<file path="src/rtl/sdram_seq_pkg.sv">
package sdram_seq_pkg;
  // {cs_n, ras_n, cas_n, we_n}
  typedef enum logic [3:0] {
    CMD_MRS   = 4'b0000,
    CMD_REF   = 4'b0001,
    CMD_PALL  = 4'b0010,
    CMD_ACT   = 4'b0011,
    CMD_WRITE = 4'b0100,
    CMD_READ  = 4'b0101,
    CMD_NOP   = 4'b0111
  } sd_cmd_e;

  typedef enum logic [3:0] {
    ST_PWR, ST_IPRE, ST_IREF, ST_IMRS, ST_IDLE, ST_PRE, ST_ACT, ST_RW,
    ST_DATA, ST_RPRE, ST_REF, ST_SPRE, ST_SENT, ST_SLEEP, ST_SEXIT
  } seq_st_e;
endpackage

</file>
<file path="src/rtl/sdram_refresh_timer.sv">
module sdram_refresh_timer #(
  parameter int CW = 12
) (
  input  logic          clk,
  input  logic          rst_n,
  input  logic [CW-1:0] period_i,
  input  logic          ack_i,
  output logic          pend_o
);
  logic [CW-1:0] cnt_q;

  always_ff @(posedge clk) begin
    if (!rst_n) begin
      cnt_q  <= '0;
      pend_o <= 1'b0;
    end else begin
      if (cnt_q == '0) begin
        cnt_q  <= period_i;
        pend_o <= 1'b1;
      end else begin
        cnt_q <= cnt_q - 1'b1;
        if (ack_i) pend_o <= 1'b0;
      end
    end
  end
endmodule

</file>
<file path="src/rtl/sdram_page_track.sv">
module sdram_page_track #(
  parameter int ROW_W = 12
) (
  input  logic             clk,
  input  logic             rst_n,
  input  logic             open_set,
  input  logic             close_all,
  input  logic [ROW_W-1:0] set_row,
  input  logic [ROW_W-1:0] cmp_row,
  output logic             is_open,
  output logic             hit
);
  logic [ROW_W-1:0] row_q;

  always_ff @(posedge clk) begin
    if (!rst_n) begin
      is_open <= 1'b0;
      row_q   <= '0;
    end else if (close_all) begin
      is_open <= 1'b0;
    end else if (open_set) begin
      is_open <= 1'b1;
      row_q   <= set_row;
    end
  end

  assign hit = is_open && (cmp_row == row_q);
endmodule

</file>
<file path="src/rtl/sdram_addr_mux.sv">
module sdram_addr_mux
  import sdram_seq_pkg::*;
#(
  parameter int              ROW_W     = 12,
  parameter int              COL_W     = 8,
  parameter int              SA_W      = 12,
  parameter int              AP_BIT    = 10,
  parameter logic [SA_W-1:0] MODE_WORD = '0
) (
  input  sd_cmd_e          cmd,
  input  logic [ROW_W-1:0] row,
  input  logic [COL_W-1:0] col,
  output logic [SA_W-1:0]  a
);
  always_comb begin
    a = '0;
    case (cmd)
      CMD_ACT:             a = SA_W'(row);
      CMD_READ, CMD_WRITE: begin
        a         = SA_W'(col);
        a[AP_BIT] = 1'b0;
      end
      CMD_PALL:            a[AP_BIT] = 1'b1;
      CMD_MRS:             a = MODE_WORD;
      default:             a = '0;
    endcase
  end
endmodule

</file>
<file path="src/rtl/sdram_seq.sv">
module sdram_seq
  import sdram_seq_pkg::*;
#(
  parameter int              ROW_W     = 12,
  parameter int              COL_W     = 8,
  parameter int              SA_W      = 12,
  parameter int              AP_BIT    = 10,
  parameter int              RC_W      = 12,
  parameter int              INIT_CYC  = 8,
  parameter int              BEAT_LAT  = 4,
  parameter int              BURST_LEN = 4,
  parameter logic [SA_W-1:0] MODE_WORD = 'h042
) (
  input  logic                   clk,
  input  logic                   rst_n,
  input  logic                   req_valid,
  output logic                   req_ready,
  input  logic                   req_write,
  input  logic                   req_burst,
  input  logic [ROW_W+COL_W-1:0] req_addr,
  input  logic                   ctl_self,
  input  logic [RC_W-1:0]        ctl_ref_period,
  output logic                   data_beat,
  output logic                   sd_cke,
  output logic                   sd_cs_n,
  output logic                   sd_ras_n,
  output logic                   sd_cas_n,
  output logic                   sd_we_n,
  output logic [SA_W-1:0]        sd_a
);
  localparam int AW    = ROW_W + COL_W;
  localparam int CNT_W = $clog2(INIT_CYC + BEAT_LAT + BURST_LEN + 2) + 1;

  seq_st_e          st_q, st_d;
  logic [CNT_W-1:0] cnt_q, cnt_d, last_cnt;
  logic [ROW_W-1:0] row_q, req_row;
  logic [COL_W-1:0] col_q;
  logic             wr_q, burst_q;
  logic             ref_pend, page_open, page_hit, accept;
  sd_cmd_e          cmd;

  assign req_row  = req_addr[AW-1:COL_W];
  assign req_ready = (st_q == ST_IDLE) && !ctl_self && !ref_pend;
  assign accept   = req_valid && req_ready;
  assign last_cnt = burst_q ? CNT_W'(BEAT_LAT + BURST_LEN - 2) : CNT_W'(BEAT_LAT - 1);

  sdram_refresh_timer #(.CW(RC_W)) u_timer (
    .clk(clk), .rst_n(rst_n), .period_i(ctl_ref_period),
    .ack_i(cmd == CMD_REF), .pend_o(ref_pend)
  );

  sdram_page_track #(.ROW_W(ROW_W)) u_page (
    .clk(clk), .rst_n(rst_n), .open_set(st_q == ST_ACT),
    .close_all(cmd == CMD_PALL), .set_row(row_q), .cmp_row(req_row),
    .is_open(page_open), .hit(page_hit)
  );

  sdram_addr_mux #(
    .ROW_W(ROW_W), .COL_W(COL_W), .SA_W(SA_W), .AP_BIT(AP_BIT), .MODE_WORD(MODE_WORD)
  ) u_amux (
    .cmd(cmd), .row(row_q), .col(col_q), .a(sd_a)
  );

  always_comb begin
    st_d  = st_q;
    cnt_d = cnt_q;
    case (st_q)
      ST_PWR:
        if (cnt_q == CNT_W'(INIT_CYC - 1)) begin
          st_d  = ST_IPRE;
          cnt_d = '0;
        end else cnt_d = cnt_q + 1'b1;
      ST_IPRE: st_d = ST_IREF;
      ST_IREF:
        if (cnt_q == CNT_W'(1)) begin
          st_d  = ST_IMRS;
          cnt_d = '0;
        end else cnt_d = cnt_q + 1'b1;
      ST_IMRS: st_d = ST_IDLE;
      ST_IDLE:
        if (ctl_self)       st_d = ST_SPRE;
        else if (ref_pend)  st_d = ST_RPRE;
        else if (req_valid) st_d = page_hit ? ST_RW : (page_open ? ST_PRE : ST_ACT);
      ST_PRE:  st_d = ST_ACT;
      ST_ACT:  st_d = ST_RW;
      ST_RW: begin
        st_d  = ST_DATA;
        cnt_d = '0;
      end
      ST_DATA:
        if (cnt_q == last_cnt) st_d = ST_IDLE;
        else cnt_d = cnt_q + 1'b1;
      ST_RPRE:  st_d = ST_REF;
      ST_REF:   st_d = ST_IDLE;
      ST_SPRE:  st_d = ST_SENT;
      ST_SENT:  st_d = ST_SLEEP;
      ST_SLEEP: if (!ctl_self) st_d = ST_SEXIT;
      ST_SEXIT: st_d = ST_IDLE;
      default:  st_d = ST_PWR;
    endcase
  end

  always_ff @(posedge clk) begin
    if (!rst_n) begin
      st_q    <= ST_PWR;
      cnt_q   <= '0;
      row_q   <= '0;
      col_q   <= '0;
      wr_q    <= 1'b0;
      burst_q <= 1'b0;
    end else begin
      st_q  <= st_d;
      cnt_q <= cnt_d;
      if (accept) begin
        row_q   <= req_row;
        col_q   <= req_addr[COL_W-1:0];
        wr_q    <= req_write;
        burst_q <= req_burst;
      end
    end
  end

  always_comb begin
    case (st_q)
      ST_ACT:                             cmd = CMD_ACT;
      ST_RW:                              cmd = wr_q ? CMD_WRITE : CMD_READ;
      ST_IPRE, ST_PRE, ST_RPRE, ST_SPRE:  cmd = CMD_PALL;
      ST_IREF, ST_REF, ST_SENT:           cmd = CMD_REF;
      ST_IMRS:                            cmd = CMD_MRS;
      default:                            cmd = CMD_NOP;
    endcase
  end

  assign {sd_cs_n, sd_ras_n, sd_cas_n, sd_we_n} = cmd;
  assign sd_cke    = !((st_q == ST_SENT) || (st_q == ST_SLEEP));
  assign data_beat = (st_q == ST_DATA) && (cnt_q >= CNT_W'(BEAT_LAT - 1));
endmodule

</file>
<file path="config.mk">
export PLATFORM = sky130hd
export DESIGN_NAME = sdram_seq
export DESIGN_NICKNAME = d
export VERILOG_FILES = /design/src/rtl/sdram_seq_pkg.sv /design/src/rtl/sdram_refresh_timer.sv /design/src/rtl/sdram_page_track.sv /design/src/rtl/sdram_addr_mux.sv /design/src/rtl/sdram_seq.sv
export SDC_FILE = /design/constraint.sdc
export NUM_CORES = 1
export LEC_CHECK = 0
export ABC_CLOCK_PERIOD_IN_PS = 2220
export BUFFER_PORTS_ARGS = -buffer_cell sky130_fd_sc_hd__buf_4
export CORE_MARGIN = 4
export CORE_UTILIZATION = 55
export DETAILED_ROUTE_END_ITERATION = 8
export GPL_ROUTABILITY_DRIVEN = 0
export HOLD_SLACK_MARGIN = 0.12
export PLACE_DENSITY = 0.79
export SETUP_SLACK_MARGIN = 0.15
export SYNTH_ARGS = -nofsm -noshare
export SYNTH_HDL_FRONTEND = slang
export SYNTH_SLANG_ARGS = --single-unit
</file>
<file path="constraint.sdc">
create_clock -name clk -period 2.22 [get_ports clk]
set_input_delay 0.111 -clock clk [delete_from_list [all_inputs] [get_ports clk]]
set_output_delay 0.111 -clock clk [all_outputs]
set_load 0.005 [all_outputs]
</file>
==> reports/summary.txt, run 1 <==
OUTCOME
------------------------------------------------------------------------------------------------------
Outcome                                                                                      completed

LOGIC SYNTHESIS
------------------------------------------------------------------------------------------------------
Mean instance size in the synthesized netlist                                                7.504 um2
Flip-flop and latch count after synthesis                                                           58
Most instantiated cells after synthesis                                                   105 x sky130_fd_sc_hd__nand2_1, 58 x sky130_fd_sc_hd__dfxtp_1, 52 x sky130_fd_sc_hd__a21oi_1
Post-Syn Nets                                                                                      447
Count of synthesis-stage warnings from yosys                                                         0
Post-Synthesis Cells                                                                               405
Proportion of synthesized flip-flops having asynchronous set or reset                               0%
Sequential share of the synthesized area                                                        38.21%
Yosys cell types                                                                                    56
Count of flip-flops with a built-in enable after synthesis                                           0
Share of the synthesized area in the top cell type                                              38.21%
Most area-consuming cells after synthesis                                                 sky130_fd_sc_hd__dfxtp_1 38%, sky130_fd_sc_hd__nand2_1 13%, sky130_fd_sc_hd__a21oi_1 8.6%
Cell area after synthesis                                                                     3039 um2
Yosys top cell by area                                                                    sky130_fd_sc_hd__dfxtp_1
Ys flop type                                                                              sky130_fd_sc_hd__dfxtp_1
Most frequently used cell type in the post-synthesis netlist                              sky130_fd_sc_hd__nand2_1

ROUTE
------------------------------------------------------------------------------------------------------
Wire per inst                                                                                 15.05 um
DRC violations left                                                                                  0
First drt pass iteration count                                                                       5
Antenna-violating nets left                                                                          0
Via density                                                                                      5.681
Detailed Route WL                                                                             8.505 mm
DR iter-0 viols                                                                                    368
Total via count in the routed design                                                              3210

CTS
------------------------------------------------------------------------------------------------------
CTS root buf                                                                              sky130_fd_sc_hd__clkbuf_8
Deepest level of the CTS H-tree                                                                      3
Insertion delay of the later-clocked pin in the worst-skew pair                                0.34 ns
Clock tree from TritonCTS                                                                         done
Clk sink count                                                                                      58
Number of buffers inserted by post-CTS setup repair                                                  0
Clock transition at the register clock pins on the worst setup and hold paths after CTS        0.07 ns
Maximum clock path buffer count                                                                      2
Total CTS buffers                                                                                    9

TIMING
------------------------------------------------------------------------------------------------------
Setup repair after global routing missed its margin                                                 no
Final slew viol count                                                                                0
Max-slew headroom at the worst pin                                                              47.92%
Final-report setup violation count                                                                   0
Accumulated negative setup slack                                                                  0 ns
Worst slew pin tran                                                                          0.7765 ns
Final Hold Violating Endpoints                                                                       0
Skew final                                                                                 0.008065 ns
Worst hold slack                                                                             0.1514 ns
Crit path time final                                                                          2.001 ns
Highest achievable clock rate                                                               0.4997 GHz
Setup slack after layout                                                                     0.2188 ns
Final period utilization                                                                        90.14%

FLOORPLAN
------------------------------------------------------------------------------------------------------
Area enclosed by the die boundary                                                             6779 um2
Number of top-level design ports                                                                    57
Die height                                                                                    82.34 um
DIE WIDTH                                                                                     82.34 um
Number of rows created at floorplan                                                                 26
Initial cell density of the core                                                                58.03%
Standard cell core area                                                                       5238 um2

WORST SETUP PATH
------------------------------------------------------------------------------------------------------
Critical path capture point type                                                             flip-flop
Reg-to-reg critical path startpoint                                                            st_q[2]
Crit Path Class                                                                             reg -> reg
R2R depth                                                                                            5
Element type at the critical path start                                                      flip-flop
Largest fanout of any net on the critical path                                                      15
Required @ worst endpoint                                                                      2.48 ns
Reg-to-reg setup timing slack                                                                  0.22 ns
Critical Path AT                                                                               2.26 ns
Destination of the worst register-to-register timing path                                     cnt_q[3]

GLOBAL ROUTING
------------------------------------------------------------------------------------------------------
Grt ovf                                                                                              0
Met1 track utilization from global routing                                                      34.25%
Layer with the highest usage after global routing                                                 met2
Met2 track demand over resource                                                                 43.11%
Tot GR Track Use                                                                                26.58%
First-pass GRT wire length                                                                    13.54 mm
Antenna violations before repair                                                                     0
Met3 Usage GRT                                                                                  5.748%
Vias in the first global route                                                                    2875
Largest net degree at the start of global routing                                                   51

FINAL LAYOUT
------------------------------------------------------------------------------------------------------
Layout overhead on the synthesized area                                                         33.72%
Share of post-route cells with drive strength above 1                                           20.04%
Final #Nets                                                                                        531

PLACED DESIGN
------------------------------------------------------------------------------------------------------
Port bufs                                                                                           55
Pre-CTS worst setup slack                                                                    0.2767 ns
Final HPWL from detailed placement                                                            5.418 mm

WORST HOLD PATH
------------------------------------------------------------------------------------------------------
Worst hold path cell count                                                                           3
Min-Delay Startpoint                                                                          ctl_self
Class of the tightest hold or removal check                                                  in -> reg
Worst Hold End                                                                                 st_q[0]

JOB
------------------------------------------------------------------------------------------------------
Max-cap check violation count                                                                        0

POWER AND IR DROP
------------------------------------------------------------------------------------------------------
P per Cell Area                                                                           739.5 nW/um2
Leakage                                                                                       1.628 nW
Power consumption                                                                           0.003005 W
Maximum resistive drop on vdd                                                              0.0006909 V

[metal layers]
metal  vias up  routed length [um]
met3        20                 654
met5         -                   0
met2       157                4069
met4         0                 179
li1       1562                   -
met1      1471                3602
[where the power goes]
group          leakage [nW]  switching (W)  internal, W
Clock                0.0986       0.000424     0.000578
Combinational          1.06       0.000369     0.000370
Sequential            0.472       0.000111      0.00115
Total                  1.63       0.000904      0.00210
[logic make-up after synthesis]
family,after synthesis,share of synthesized area [%]
AND/OR/NAND/NOR,174,25.98
AO/OA/AOI/OAI,105,21.94
flip-flops,58,38.20
buffers and inverters,42,6.052
XOR/XNOR,21,6.052
adder cells (fa/ha/maj),4,1.647
other,1,0.1234
[timing repair]
item / in CTS / in global routing
resized for setup: 1 / 5
pin swaps: 0 / 1
hold buffers: 34 / 0
endpoints found under the hold margin: 35 / 0
endpoints found under the setup margin: 1 / 14
[worst max-delay path: stages (launching register included)]
cell	delay, ns
sky130_fd_sc_hd__dfxtp_1	0.46
sky130_fd_sc_hd__nor3_2	0.35
sky130_fd_sc_hd__nor3_1	0.08
sky130_fd_sc_hd__a211oi_1	0.67
sky130_fd_sc_hd__nor2_1	0.16
sky130_fd_sc_hd__o221ai_1	0.19
[flip-flops by register name, indices dropped and copies added, names as in the netlist, 4 cells and up]
| name | cells |
|---|---|
| cnt_q | 6 |
| col_q | 8 |
| row_q | 12 |
| st_q | 4 |
| u_page.row_q | 12 |
| u_timer.cnt_q | 12 |
[final cells by class]
cell class	count	area, um2
Antenna cell	1	2.502
Multi-Input combinational cell	305	1702
Tap cell	70	87.58
Clock buffer	12	155.1
Inverter	16	60.06
Timing Repair Buffer	99	840.8
Sequential cell	58	1166
Fill cell	383	1174
Clock inverter	4	50.05
[layout by cell type (no fill, tap or decap), drive strengths merged, types with 3 or more instances in the layout]
master and count:
a21oi 52, and2 5, buf 65, nor2b 4, nor3 11, or3 4
xnor2 5, nor4 3, ha 4, clkbuf 12, a211oi 13, nand2 105
dlygate4sd3 34, nor3b 4, nor2 21, dfxtp 58, inv 15, xor2 16
nand3 7, o21ai 17
[how the worst max path moves through the flow]
| stage | end | from |
|---|---|---|
| 2_1_floorplan | st_q[3] | cnt_q[3] |
| 3_3_place_gp | cnt_q[3] | st_q[1] |
| 3_5_place_dp | cnt_q[3] | st_q[1] |
| 4_1_cts | sd_cas_n | st_q[3] |
| 5_1_grt | cnt_q[4] | st_q[2] |
| 6_report | cnt_q[3] | st_q[2] |
[metrics by stage]
step	cells	utilization (%)	area, um2
2_1_floorplan	405	-	3039
3_3_place_gp	514	66.89	3503
3_5_place_dp	514	66.89	3503
4_1_cts	564	77.35	4051
5_1_grt	564	77.54	4061
6_report	565	77.59	4064
No activity file was read; power rests on OpenSTA's default activity.
==> inputs of run 2 (changes only) <==
Settings changed: CELL_PAD_IN_SITES_DETAIL_PLACEMENT set to 1, CELL_PAD_IN_SITES_GLOBAL_PLACEMENT set to 1, CORE_UTILIZATION 55 to 40, PLACE_DENSITY 0.79 to not set, PLACE_DENSITY_LB_ADDON set to 0.1, REMOVE_ABC_BUFFERS set to 1.
==> run 2 against run 1 <==
  * Maximum frequency grew 1.1%
  * Clock-buffer cell count down 1
  * Routed wire length rose by 8.5%
  * Combinational power grew 3.2%
  * Final cell count is 5.8% higher
  * Non-clock buffer count rose by 5
  * Worst setup slack improved by 0.022 ns
  * First-iteration DRC count is 73% lower
  * Highest routed layer unchanged
  * Critical endpoint is now st_q[3]
  * Die area is 34% higher
  * Clock skew grew 0.0011 ns
  * Flip-flop and latch count did not move
  * Final area up 1.5%
==> reports/summary.txt, run 2 (synthesis results as in run 1) <==
ROUTE
------------------------------------------------------------------------------------------------------
Antenna-violating nets left                                                                          0   unchanged
First drt pass iteration count                                                                       5   unchanged
DR iter-0 viols                                                                                    101   -73%
DRC violations left                                                                                  0   unchanged
Wire per inst                                                                                 15.43 um   +2.5%
Total via count in the routed design                                                              3134   -2.4%
Detailed Route WL                                                                             9.228 mm   +8.5%
Via density                                                                                      5.241   -7.8%

TIMING
------------------------------------------------------------------------------------------------------
Crit path time final                                                                          1.979 ns   -0.02243 ns
Final slew viol count                                                                                0   unchanged
Max-slew headroom at the worst pin                                                              62.17%   +14 points
Setup slack after layout                                                                     0.2413 ns   +0.02243 ns
Final Hold Violating Endpoints                                                                       0   unchanged
Accumulated negative setup slack                                                                  0 ns   unchanged
Final-report setup violation count                                                                   0   unchanged
Worst hold slack                                                                             0.1939 ns   +0.04253 ns
Setup repair after global routing missed its margin                                                 no
Highest achievable clock rate                                                               0.5054 GHz   +1.1%
Worst slew pin tran                                                                          0.5674 ns   -0.2091 ns
Final period utilization                                                                        89.13%   -1.0 points
Skew final                                                                                 0.009201 ns   +0.001137 ns

FINAL LAYOUT
------------------------------------------------------------------------------------------------------
Layout overhead on the synthesized area                                                         35.73%
Fill count                                                                                         920   +140%
Final #Nets                                                                                        536   +0.94%
Share of post-route cells with drive strength above 1                                           21.04%   +1.0 points
Inserted Diodes                                                                                      0   -1
Most used cells in the layout excluding fill and tap cells                                105 x sky130_fd_sc_hd__nand2_1, 70 x sky130_fd_sc_hd__buf_4, 55 x sky130_fd_sc_hd__dfxtp_1
Leading cell type in the layout, fill and taps excluded                                   sky130_fd_sc_hd__nand2_1
Registers with the highest flip-flop counts                                               row_q (12), u_page.row_q (12), u_timer.cnt_q (12)

FLOORPLAN
------------------------------------------------------------------------------------------------------
Standard cell core area                                                                       7331 um2   +40%
DIE WIDTH                                                                                     95.17 um   +16%
Number of top-level design ports                                                                    57   unchanged
Die height                                                                                    95.17 um   +16%
Initial cell density of the core                                                                41.46%   -17 points
Area enclosed by the die boundary                                                             9056 um2   +34%
Number of rows created at floorplan                                                                 31   +19%

GLOBAL ROUTING
------------------------------------------------------------------------------------------------------
Grt ovf                                                                                              0   unchanged
Antenna violations before repair                                                                     0   unchanged
Vias in the first global route                                                                    3232   +12%
Tot GR Track Use                                                                                21.83%   -4.8 points
Largest net degree at the start of global routing                                                   51   unchanged
First-pass GRT wire length                                                                    15.35 mm   +13%

JOB
------------------------------------------------------------------------------------------------------
Max-cap check violation count                                                                        0   unchanged

CTS
------------------------------------------------------------------------------------------------------
Insertion delay of the later-clocked pin in the worst-skew pair                                0.34 ns   about the same
Clk sink count                                                                                      58   unchanged
CTS root buf                                                                              sky130_fd_sc_hd__clkbuf_8
Total CTS buffers                                                                                    9   unchanged
Maximum clock path buffer count                                                                      2   unchanged
Clock transition at the register clock pins on the worst setup and hold paths after CTS        0.07 ns   about the same
Clock tree from TritonCTS                                                                         done
Deepest level of the CTS H-tree                                                                      3   unchanged

POWER AND IR DROP
------------------------------------------------------------------------------------------------------
Proportion of power drawn by combinational gates                                                 25.1%   +0.5 points
Leakage                                                                                       1.661 nW   +2.0%
Internal power                                                                              0.002110 W   +0.39%
Switching part of the total                                                                     30.74%   +0.66 points
Net switching power                                                                        0.0009363 W   +3.6%
Maximum resistive drop on vdd                                                              0.0005424 V   -21%
Power consumption                                                                           0.003046 W   +1.4%
Power share of the sequential group                                                              41.6%   -0.5 points
Clock share of power                                                                             33.4%   about the same
P per Cell Area                                                                           738.4 nW/um2   -0.15%

WORST SETUP PATH
------------------------------------------------------------------------------------------------------
Required @ worst endpoint                                                                      2.46 ns   -0.02 ns
Reg-to-reg setup timing slack                                                                  0.24 ns   +0.02 ns
Crit Path Class                                                                             reg -> reg
Critical Path AT                                                                               2.22 ns   -0.04 ns
R2R depth                                                                                            6   +1
CP startpoint                                                                                 cnt_q[1]
Element type at the critical path start                                                      flip-flop
Critical path capture point type                                                             flip-flop
Destination of the worst register-to-register timing path                                      st_q[3]
End point of the critical path                                                                 st_q[3]
Reg-to-reg critical path startpoint                                                           cnt_q[1]
Largest fanout of any net on the critical path                                                       5   -10

PLACED DESIGN
------------------------------------------------------------------------------------------------------
Pre-CTS worst setup slack                                                                    0.2926 ns   +0.01593 ns
Port bufs                                                                                           55   unchanged
Final HPWL from detailed placement                                                            6.035 mm   +11%

OUTCOME
------------------------------------------------------------------------------------------------------
Outcome                                                                                      completed

WORST HOLD PATH
------------------------------------------------------------------------------------------------------
Class of the tightest hold or removal check                                                  in -> reg

==> run 2: how the worst min path moves through the flow <==
stage / from / to / slack (ns) / depth (start not counted)
floorplan: rst_n / u_timer.pend_o / 0.23 / 1
global placement: req_write / wr_q / 0.36 / 3
detailed placement: req_addr[3] / col_q[3] / 0.37 / 3
CTS: ctl_self / st_q[0] / 0.17 / 3
global route: ctl_self / st_q[0] / 0.18 / 3
finish: ctl_self / st_q[0] / 0.19 / 3
==> run 2: final cells by class <==
cell class / instances / area, um2 / share of cell area, %
multi-input combinational: 305 / 1707 / 41.37
sequential: 58 / 1165 / 28.24
clock buffer: 11 / 151.4 / 3.670
inverter: 16 / 60.06 / 1.456
timing repair buffer: 104 / 865.8 / 20.99
tap: 99 / 123.9 / 3.003
clock inverter: 5 / 52.55 / 1.274
==> run 2: power groups by stage <==
stage | Clock, W | Combinational [W] | Sequential, W
5_1_grt | 0.00109 | 0.000864 | 0.00129
4_1_cts | 0.00105 | 0.000759 | 0.00126
2_1_floorplan | 0 | 0.000499 | 0.00126
3_5_place_dp | 0 | 0.000689 | 0.00128
3_3_place_gp | 0 | 0.000667 | 0.00128
6_report | 0.00102 | 0.000763 | 0.00127
==> run 2: repair_timing <==
| item | in CTS | in global routing |
|---|---|---|
| setup endpoints to repair | 1 | 20 |
| endpoints found under the hold margin | 37 | 0 |
| buffers inserted | 0 | 0 |
| resized for setup | 1 | 6 |
| hold buffers | 34 | 0 |
==> run 2: critical path, cell delays in order, from the launching register on <==
cell and delay [ns]:
sky130_fd_sc_hd__dfxtp_1 0.40, sky130_fd_sc_hd__ha_1 0.27, sky130_fd_sc_hd__nand2_1 0.14, sky130_fd_sc_hd__o2111a_1 0.29, sky130_fd_sc_hd__a311oi_2 0.35, sky130_fd_sc_hd__o21ai_0 0.16, sky130_fd_sc_hd__a31o_2 0.26
==> run 2: per-stage QoR <==
step	utilization, %	instances	instance area, um2
2_1_floorplan	-	379	2915
3_3_place_gp	48.63	548	3565
3_5_place_dp	48.63	548	3565
4_1_cts	56.07	598	4110
5_1_grt	56.27	598	4125
6_report	56.27	598	4125
==> run 2: metal layers <==
| layer | vias to the layer above | routed length (um) | track usage [%] |
|---|---|---|---|
| li1 | 1563 | - | - |
| met1 | 1497 | 4248 | 27.78 |
| met2 | 58 | 4474 | 36.21 |
| met3 | 16 | 325 | 4.025 |
| met4 | 0 | 180 | 8.894 |
| met5 | - | 0 | 0 |
